## src/rtl/split_mult_pkg.sv

```systemverilog
package split_mult_pkg;
  localparam int unsigned DEF_OP_W = 18;

  typedef enum logic {
    MODE_FULL  = 1'b0,
    MODE_SPLIT = 1'b1
  } mult_mode_e;
endpackage

```

## src/rtl/mult_pipe_reg.sv

```systemverilog
module mult_pipe_reg #(
  parameter int unsigned W  = 8,
  parameter bit          EN = 1'b1
) (
  input  logic         clk,
  input  logic         clr,
  input  logic         ce,
  input  logic [W-1:0] d,
  output logic [W-1:0] q
);
  logic [W-1:0] r;

  always_ff @(posedge clk) begin
    if (clr)     r <= '0;
    else if (ce) r <= d;
  end

  assign q = EN ? r : d;

  generate
    if (EN) begin : g_chk

      clr_zero_chk: assert property (@(posedge clk) clr |=> (r == '0));

      hold_stable_chk: assert property (@(posedge clk) disable iff (clr)
        !ce |=> $stable(r));

      load_one_cycle_chk: assert property (@(posedge clk) disable iff (clr)
        ce |=> (r == $past(d)));
    end
  endgenerate
endmodule

```

## src/rtl/mult_lane.sv

```systemverilog
module mult_lane #(
  parameter int unsigned W = 9
) (
  input  logic [W-1:0]   a,
  input  logic [W-1:0]   b,
  input  logic           a_sgn,
  input  logic           b_sgn,
  output logic [2*W-1:0] prod
);
  logic [2*W-1:0] a_ext;
  logic [2*W-1:0] b_ext;

  // Only an operand marked signed gets its top bit replicated.
  assign a_ext = {{W{a_sgn & a[W-1]}}, a};
  assign b_ext = {{W{b_sgn & b[W-1]}}, b};
  // Low 2W bits of the product are the same for both readings once extended.
  assign prod  = a_ext * b_ext;
endmodule

```

## src/rtl/mult_core.sv

```systemverilog
module mult_core #(
  parameter int unsigned OP_W = 18
) (
  input  logic [OP_W-1:0]   x,
  input  logic [OP_W-1:0]   y,
  input  logic              xs,
  input  logic              ys,
  input  logic              split,
  output logic [2*OP_W-1:0] prod
);
  localparam int unsigned HW = OP_W / 2;

  logic [2*OP_W-1:0] full_p;
  logic [2*HW-1:0]   half_p [2];

  mult_lane #(.W(OP_W)) u_full (
    .a(x), .b(y), .a_sgn(xs), .b_sgn(ys), .prod(full_p)
  );

  for (genvar h = 0; h < 2; h++) begin : g_half
    mult_lane #(.W(HW)) u_half (
      .a    (x[h*HW +: HW]),
      .b    (y[h*HW +: HW]),
      .a_sgn(xs),
      .b_sgn(ys),
      .prod (half_p[h])
    );
  end

  assign prod = split ? {half_p[1], half_p[0]} : full_p;
endmodule

```

## src/rtl/split_mult.sv

```systemverilog
module split_mult #(
  parameter int unsigned OP_W    = split_mult_pkg::DEF_OP_W,
  parameter bit          IN_REG  = 1'b1,
  parameter bit          OUT_REG = 1'b1
) (
  input  logic              clk,
  input  logic              clr,
  input  logic              ce,
  input  logic              split,
  input  logic              x_signed,
  input  logic              y_signed,
  input  logic [OP_W-1:0]   x,
  input  logic [OP_W-1:0]   y,
  output logic [2*OP_W-1:0] p
);
  import split_mult_pkg::*;

  localparam int unsigned HW    = OP_W / 2;
  localparam int unsigned PW    = 2 * OP_W;
  localparam int unsigned BUN_W = 2 * OP_W + 3;

  logic [BUN_W-1:0] bun_d, bun_q;
  logic [OP_W-1:0]  cx, cy;
  logic             cxs, cys;
  mult_mode_e       cmode;
  logic [PW-1:0]    core_p;

  assign bun_d = {split, x_signed, y_signed, x, y};

  mult_pipe_reg #(.W(BUN_W), .EN(IN_REG)) u_in_stage (
    .clk(clk), .clr(clr), .ce(ce), .d(bun_d), .q(bun_q)
  );

  assign cmode = mult_mode_e'(bun_q[BUN_W-1]);
  assign cxs   = bun_q[BUN_W-2];
  assign cys   = bun_q[BUN_W-3];
  assign cx    = bun_q[2*OP_W-1:OP_W];
  assign cy    = bun_q[OP_W-1:0];

  mult_core #(.OP_W(OP_W)) u_core (
    .x(cx), .y(cy), .xs(cxs), .ys(cys),
    .split(cmode == MODE_SPLIT),
    .prod(core_p)
  );

  mult_pipe_reg #(.W(PW), .EN(OUT_REG)) u_out_stage (
    .clk(clk), .clr(clr), .ce(ce), .d(core_p), .q(p)
  );


  full_unit_x_chk: assert property (@(posedge clk) disable iff (clr)
    (cmode == MODE_FULL && !cxs && !cys && cx == OP_W'(1))
      |-> (core_p == {{OP_W{1'b0}}, cy}));

  full_neg_one_chk: assert property (@(posedge clk) disable iff (clr)
    (cmode == MODE_FULL && cxs && cys && cx == '1)
      |-> (core_p == PW'(-{{OP_W{cy[OP_W-1]}}, cy})));

  lane_isolation_chk: assert property (@(posedge clk) disable iff (clr)
    (cmode == MODE_SPLIT && cx[OP_W-1:HW] == '0)
      |-> (core_p[PW-1:2*HW] == '0));
endmodule

```

## config.mk

```make
export PLATFORM = sky130hd
export DESIGN_NAME = split_mult
export DESIGN_NICKNAME = d
export VERILOG_FILES = /design/src/rtl/split_mult_pkg.sv /design/src/rtl/mult_pipe_reg.sv /design/src/rtl/mult_lane.sv /design/src/rtl/mult_core.sv /design/src/rtl/split_mult.sv
export SDC_FILE = /design/constraint.sdc
export NUM_CORES = 1
export LEC_CHECK = 0
export BUFFER_PORTS_ARGS = -buffer_cell sky130_fd_sc_hd__buf_2
export CORE_MARGIN = 2
export CORE_UTILIZATION = 30
export CTS_BUF_LIST = sky130_fd_sc_hd__clkbuf_8
export DETAILED_ROUTE_END_ITERATION = 7
export GPL_ROUTABILITY_DRIVEN = 0
export PLACE_DENSITY = 0.44
export SKIP_CTS_REPAIR_TIMING = 1
export SYNTH_ARGS = -nofsm -noshare
export SYNTH_HDL_FRONTEND = slang
export SYNTH_HIERARCHICAL = 1
export SYNTH_SLANG_ARGS = --single-unit
export TNS_END_PERCENT = 10
```

## constraint.sdc

```tcl
create_clock -name clk -period 8.8 [get_ports clk]
set_clock_uncertainty 0.05 [all_clocks]
set_input_delay 1.32 -clock clk [delete_from_list [all_inputs] [get_ports clk]]
set_output_delay 1.32 -clock clk [all_outputs]
set_load 0.03 [all_outputs]
```

* Yosys cells after proc, flatten, opt, wreduce, memory -nomap -nowiden *
Cells that the tools add are included.

storage, ports and cells
  flip-flop bits (word level) = 75
  word-level logic and storage cells = 10

cells by class
  multiply operators = 3
  muxes and demuxes = 1
  bitwise operators = 4

operators by type and width
  cell                                            number
  10-bit by 10-bit multiplier with 18-bit output  2
  19-bit by 19-bit multiplier with 36-bit output  1
  36-bit 2-to-1 mux                               1
  1-bit bitwise AND                               4

* Logic depth before layout (Yosys ltp) *
  word-level depth = 3
  mapped depth = 30
  gate-level depth less buffers = 28

* Modules after synthesis *
Netlist, hierarchy kept.

modules (own cells, without submodules)
  module                                instances  cells an instance  area an instance (um2)
  mult_lane at u_core.u_full            1          1483               13217.7
  mult_lane at u_core.g_half[0].u_half  1          433                3786.1
  mult_lane at u_core.g_half[1].u_half  1          436                3764.9
  mult_pipe_reg at u_in_stage           1          126                1400.1
  mult_pipe_reg at u_out_stage          1          116                1306.3
  mult_core                             1          40                 589.3

* Worst setup path before layout *
OpenSTA, ideal clock, no wires.

  path type = reg-to-reg
  start = register u_in_stage.r[37], in the netlist u_in_stage/q[37]
  end = register u_out_stage.r[35], in the netlist u_out_stage/q[35]
  library setup time = 125 ps
  arrival = 6794 ps
  setup slack = 1831 ps
  cell stages (with the launch flop) = 26
  buffers on the path = 1
  period minus slack after synthesis = 6969 ps
  cell sequence = dfxtp_1 > and2_1 > clkbuf_1 > nand2_1 > fa_1 > fa_1 > inv_1 > fa_1 > fa_1 > fa_1 > inv_1 > fa_1 > inv_1 > ha_1 > ha_1 > nand4_1 > nor3_1 > o21ai_0 > nand3b_1 > a2111oi_2 > o31ai_2 > a21o_1 > nand3_1 > mux2_2 > mux2i_1 > nor2_1

on the way
  longest elaborated chain between the ends = 3

ends and longest elaborated chain
  item                                            line                 text
  start, declared                                 mult_pipe_reg.sv:11  logic [W-1:0] r;
  start signal, assigned                          mult_pipe_reg.sv:14  if (clr) r <= '0;
  start signal, assigned                          mult_pipe_reg.sv:15  else if (ce) r <= d;
  1-bit bitwise AND                               mult_lane.sv:14      assign a_ext = {{W{a_sgn & a[W-1]}}, a};
  19-bit by 19-bit multiplier with 36-bit output  mult_lane.sv:17      assign prod = a_ext * b_ext;
  via u_core.full_p[35]                           mult_core.sv:13      logic [2*OP_W-1:0] full_p;
  36-bit 2-to-1 mux                               mult_core.sv:30      assign prod = split ? {half_p[1], half_p[0]} : full_p;
  via core_p[35]                                  split_mult.sv:26     logic [PW-1:0] core_p;
  end signal, assigned                            mult_pipe_reg.sv:14
  end signal, assigned                            mult_pipe_reg.sv:15
  end, declared                                   mult_pipe_reg.sv:11

The timed path passes the listed nets, and every way through them passes these cells.
A chain may end at the register's enable or synchronous reset.

* Worst setup path after layout *
  start = register u_in_stage.r[25], in the netlist u_in_stage/q[25]
  end = register u_out_stage.r[32], in the netlist u_out_stage/q[32]

on the way
  longest elaborated chain between the ends = 2

ends and longest elaborated chain
  item                                            line
  19-bit by 19-bit multiplier with 36-bit output  mult_lane.sv:17
  via u_core.full_p[32]                           mult_core.sv:13
  36-bit 2-to-1 mux                               mult_core.sv:30
  via core_p[32]                                  split_mult.sv:26

The timed path passes the listed nets, and every way through them passes these cells.

==> reports/qor.txt <==
Ports = 78
Critical Path Start = u_in_stage/q[25]$_SDFFE_PP0P_
Die X = 287 µm
reg2reg start = u_in_stage/q[25]$_SDFFE_PP0P_
reg2reg path depth = 25
Mean Syn Cell Area = 9.14 µm²
Starting Density = 30.4%
P_leak = 13.5 nW
setup ws final = 0.886 ns
Core Util, Final = 32.5%
uppermost layer routed = met4
routed wl met2 = 33600 µm
Yosys Warn Count = 6
Hold Crit Class = reg2reg
Worst Min Path Start = u_out_stage/q[7]$_SDFFE_PP0P_
Worst Setup Start Kind = flop
met3 routed WL = 2180 µm
Routed WL = 67800 µm
GRT Overall Usage = 17.2%
share of cells above drive strength 1 = 8.32%
post-synthesis sequential area ratio = 6.24%
# nets final = 3411
Cell Area, Synth = 24100 µm²
post-synth top area share = 43.2%
worst reg2reg endpoint = u_out_stage/q[32]$_SDFFE_PP0P_
clk slew on worst S/H paths = 0.12 ns
outcome = complete, no violations
grt total ovfl = 0
die height = 287 µm
worst rel slew slack = 21.4%
met1 wire length = 30100 µm
CTS H-tree lvls = 3
final setup violation count = 0
Unique masters post-synth = 67
fmax = 126 MHz
root buffer cell = clkbuf_8
Commonest cells post-synth = inv_1, fa_1, nand2_1
Routed Antenna Nets = 0
Initial DRC Count = 770
FFs w/ async S/R, synth = 0%
post-route insts no fill = 3708
period utilisation layout = 89.9%
WP data arrival = 8.17 ns
Peak VDD IR = 69.2 µV
hold depth = 2
vias per cell = 4.60
DP Worst Slack = 0.930 ns
Power Density = 71.1 nW/µm²
Max Cap Viol = 0
IO buf count = 77
Area contributors post-synth = fa_1, ha_1, inv_1
# rows = 103
total power = 1.83 mW
vias in the first global route = 19300
post-synthesis instance total = 2634
area grow syn2layout = 6.96%
hpwl dp = 55100 µm
area leader, netlist = fa_1
CTS Buffer Depth = 2
first-pass GRT wire length = 110000 µm
pin count of the biggest net entering global routing = 60
Worst setup EP type = flop
DR WL/cell = 18.3 µm
most frequent cell after synthesis = inv_1
#FFs+latches synth = 75
core area = 79300 µm²
flop2flop setup slack = 0.89 ns
dpl cells = 3691
Post-route DRC = 0
Required @ worst endpoint = 9.06 ns
CTS buffer count = 9
Max Fanout on Critical Path = 19
Post-synth EDFFs = 0
crit path kind = reg2reg
Worst Tran Pin Value = 1.18 ns
crit path time final = 7.91 ns
unrepaired setup endpoints after global routing = false
total negative slack = 0 ns
Worst-Skew Late Latency = 0.44 ns
Via Count = 17000
drt pass-1 iters = 5
clk sinks = 75
initial antenna violation count = 1
final hold vios = 0
Primary FF master, synth = dfxtp_1
Synthesized Nets = 3393
die area = 82500 µm²
Critical Path Sink = u_out_stage/q[32]$_SDFFE_PP0P_
CTS tree = done
fin. max-slew vios = 0
-- critical path, stage by stage (launching register included) --
cell and delay, ns:
dfxtp_1 1.06, nand2_1 0.19, fa_1 0.59, inv_1 0.06
fa_1 0.49, inv_1 0.05, fa_1 0.55, inv_1 0.06
fa_1 0.46, fa_1 0.41, fa_1 0.52, inv_1 0.05
fa_1 0.49, inv_1 0.04, ha_1 0.40, nand4_1 0.33
nor3_1 0.28, nand3_1 0.31, a21oi_2 0.31, o311a_1 0.25
o31ai_1 0.09, and2b_1 0.17, xnor2_1 0.11, mux2_4 0.26
mux2i_1 0.13, nor2_1 0.06
-- placed cells by master, fill, tap and decap left out, types with 4 or more instances in the layout --
| cell type | n |
|---|---|
| inv_1 | 619 |
| fa_1 | 519 |
| nand2_1 | 296 |
| and2_1 | 233 |
| ha_1 | 198 |
| nor2_1 | 129 |
| buf_2 | 76 |
| mux2i_1 | 76 |
| dfxtp_1 | 74 |
| xnor2_1 | 61 |
| buf_4 | 57 |
| a21oi_1 | 44 |
| mux2_4 | 30 |
| xor2_1 | 18 |
| nand3_1 | 17 |
| a21o_1 | 16 |
| o21ai_1 | 15 |
| o21ai_0 | 15 |
| and3_1 | 12 |
| o21a_1 | 12 |
| nor3_1 | 10 |
| or2_2 | 10 |
| clkbuf_8 | 9 |
| o21bai_1 | 8 |
| a31oi_1 | 7 |
| nand4_1 | 7 |
| mux2_2 | 6 |
| o211ai_1 | 6 |
| o22ai_1 | 5 |
| a211oi_1 | 5 |
| xnor2_2 | 4 |
| a211oi_2 | 4 |
| a21oi_2 | 4 |
| nand3b_1 | 4 |
-- flip-flops by register name, summed over array words and instances (netlist names) --
| signal | flops |
|---|---|
| u_out_stage/q | 36 |
| u_in_stage/q | 39 |
-- metal layers --
layer | up-vias | GRT usage, %
met1 | 8831 | 22.3
li1 | 7834 | -
met5 | - | 0
met3 | 81 | 2.25
met2 | 298 | 30.1
met4 | 0 | 4.66
-- cell families after synthesis --
kind of cell,synth area share (%)
buffers and inverters,12.5
flip-flops,6.24
AO/OA/AOI/OAI,4.54
XOR/XNOR,3.15
adder cells (fa/ha/maj),53.5
multiplexers,5.31
AND/OR/NAND/NOR,14.8
-- metrics by stage --
stage / area [µm²] / hold WS, ns
2_1_floorplan: 24100 / 0.429
3_3_place_gp: 25500 / 0.417
3_5_place_dp: 25500 / 0.426
4_1_cts: 25700 / 0.451
5_1_grt: 25700 / 0.479
6_report: 25700 / 0.449
-- power breakdown --
part	internal, mW	total, mW	leakage [nW]	switching (mW)
clock network	0.140	0.340	0.111	0.200
logic	0.425	1.06	12.8	0.634
registers	0.370	0.432	0.616	0.0621
total	0.935	1.83	13.5	0.896
-- how the worst min path moves through the flow --
stage                                     to  slack, ns
3_5_place_dp   u_out_stage/q[8]$_SDFFE_PP0P_       0.43
3_3_place_gp   u_out_stage/q[8]$_SDFFE_PP0P_       0.42
2_1_floorplan  u_in_stage/q[28]$_SDFFE_PP0P_       0.43
6_report       u_out_stage/q[7]$_SDFFE_PP0P_       0.45
5_1_grt        u_out_stage/q[8]$_SDFFE_PP0P_       0.48
4_1_cts        u_out_stage/q[7]$_SDFFE_PP0P_       0.45
-- final cells by class --
cell class / instances / area [µm²]
clock buffer: 9 / 124
timing repair buffer: 133 / 808
tap: 1050 / 1310
sequential: 75 / 1500
inverter: 621 / 2330
multi-input combinational: 1812 / 19600
fill: 8358 / 53500
clock inverter: 7 / 95.1
antenna: 1 / 2.50
Power figures use the tool's default switching activity.
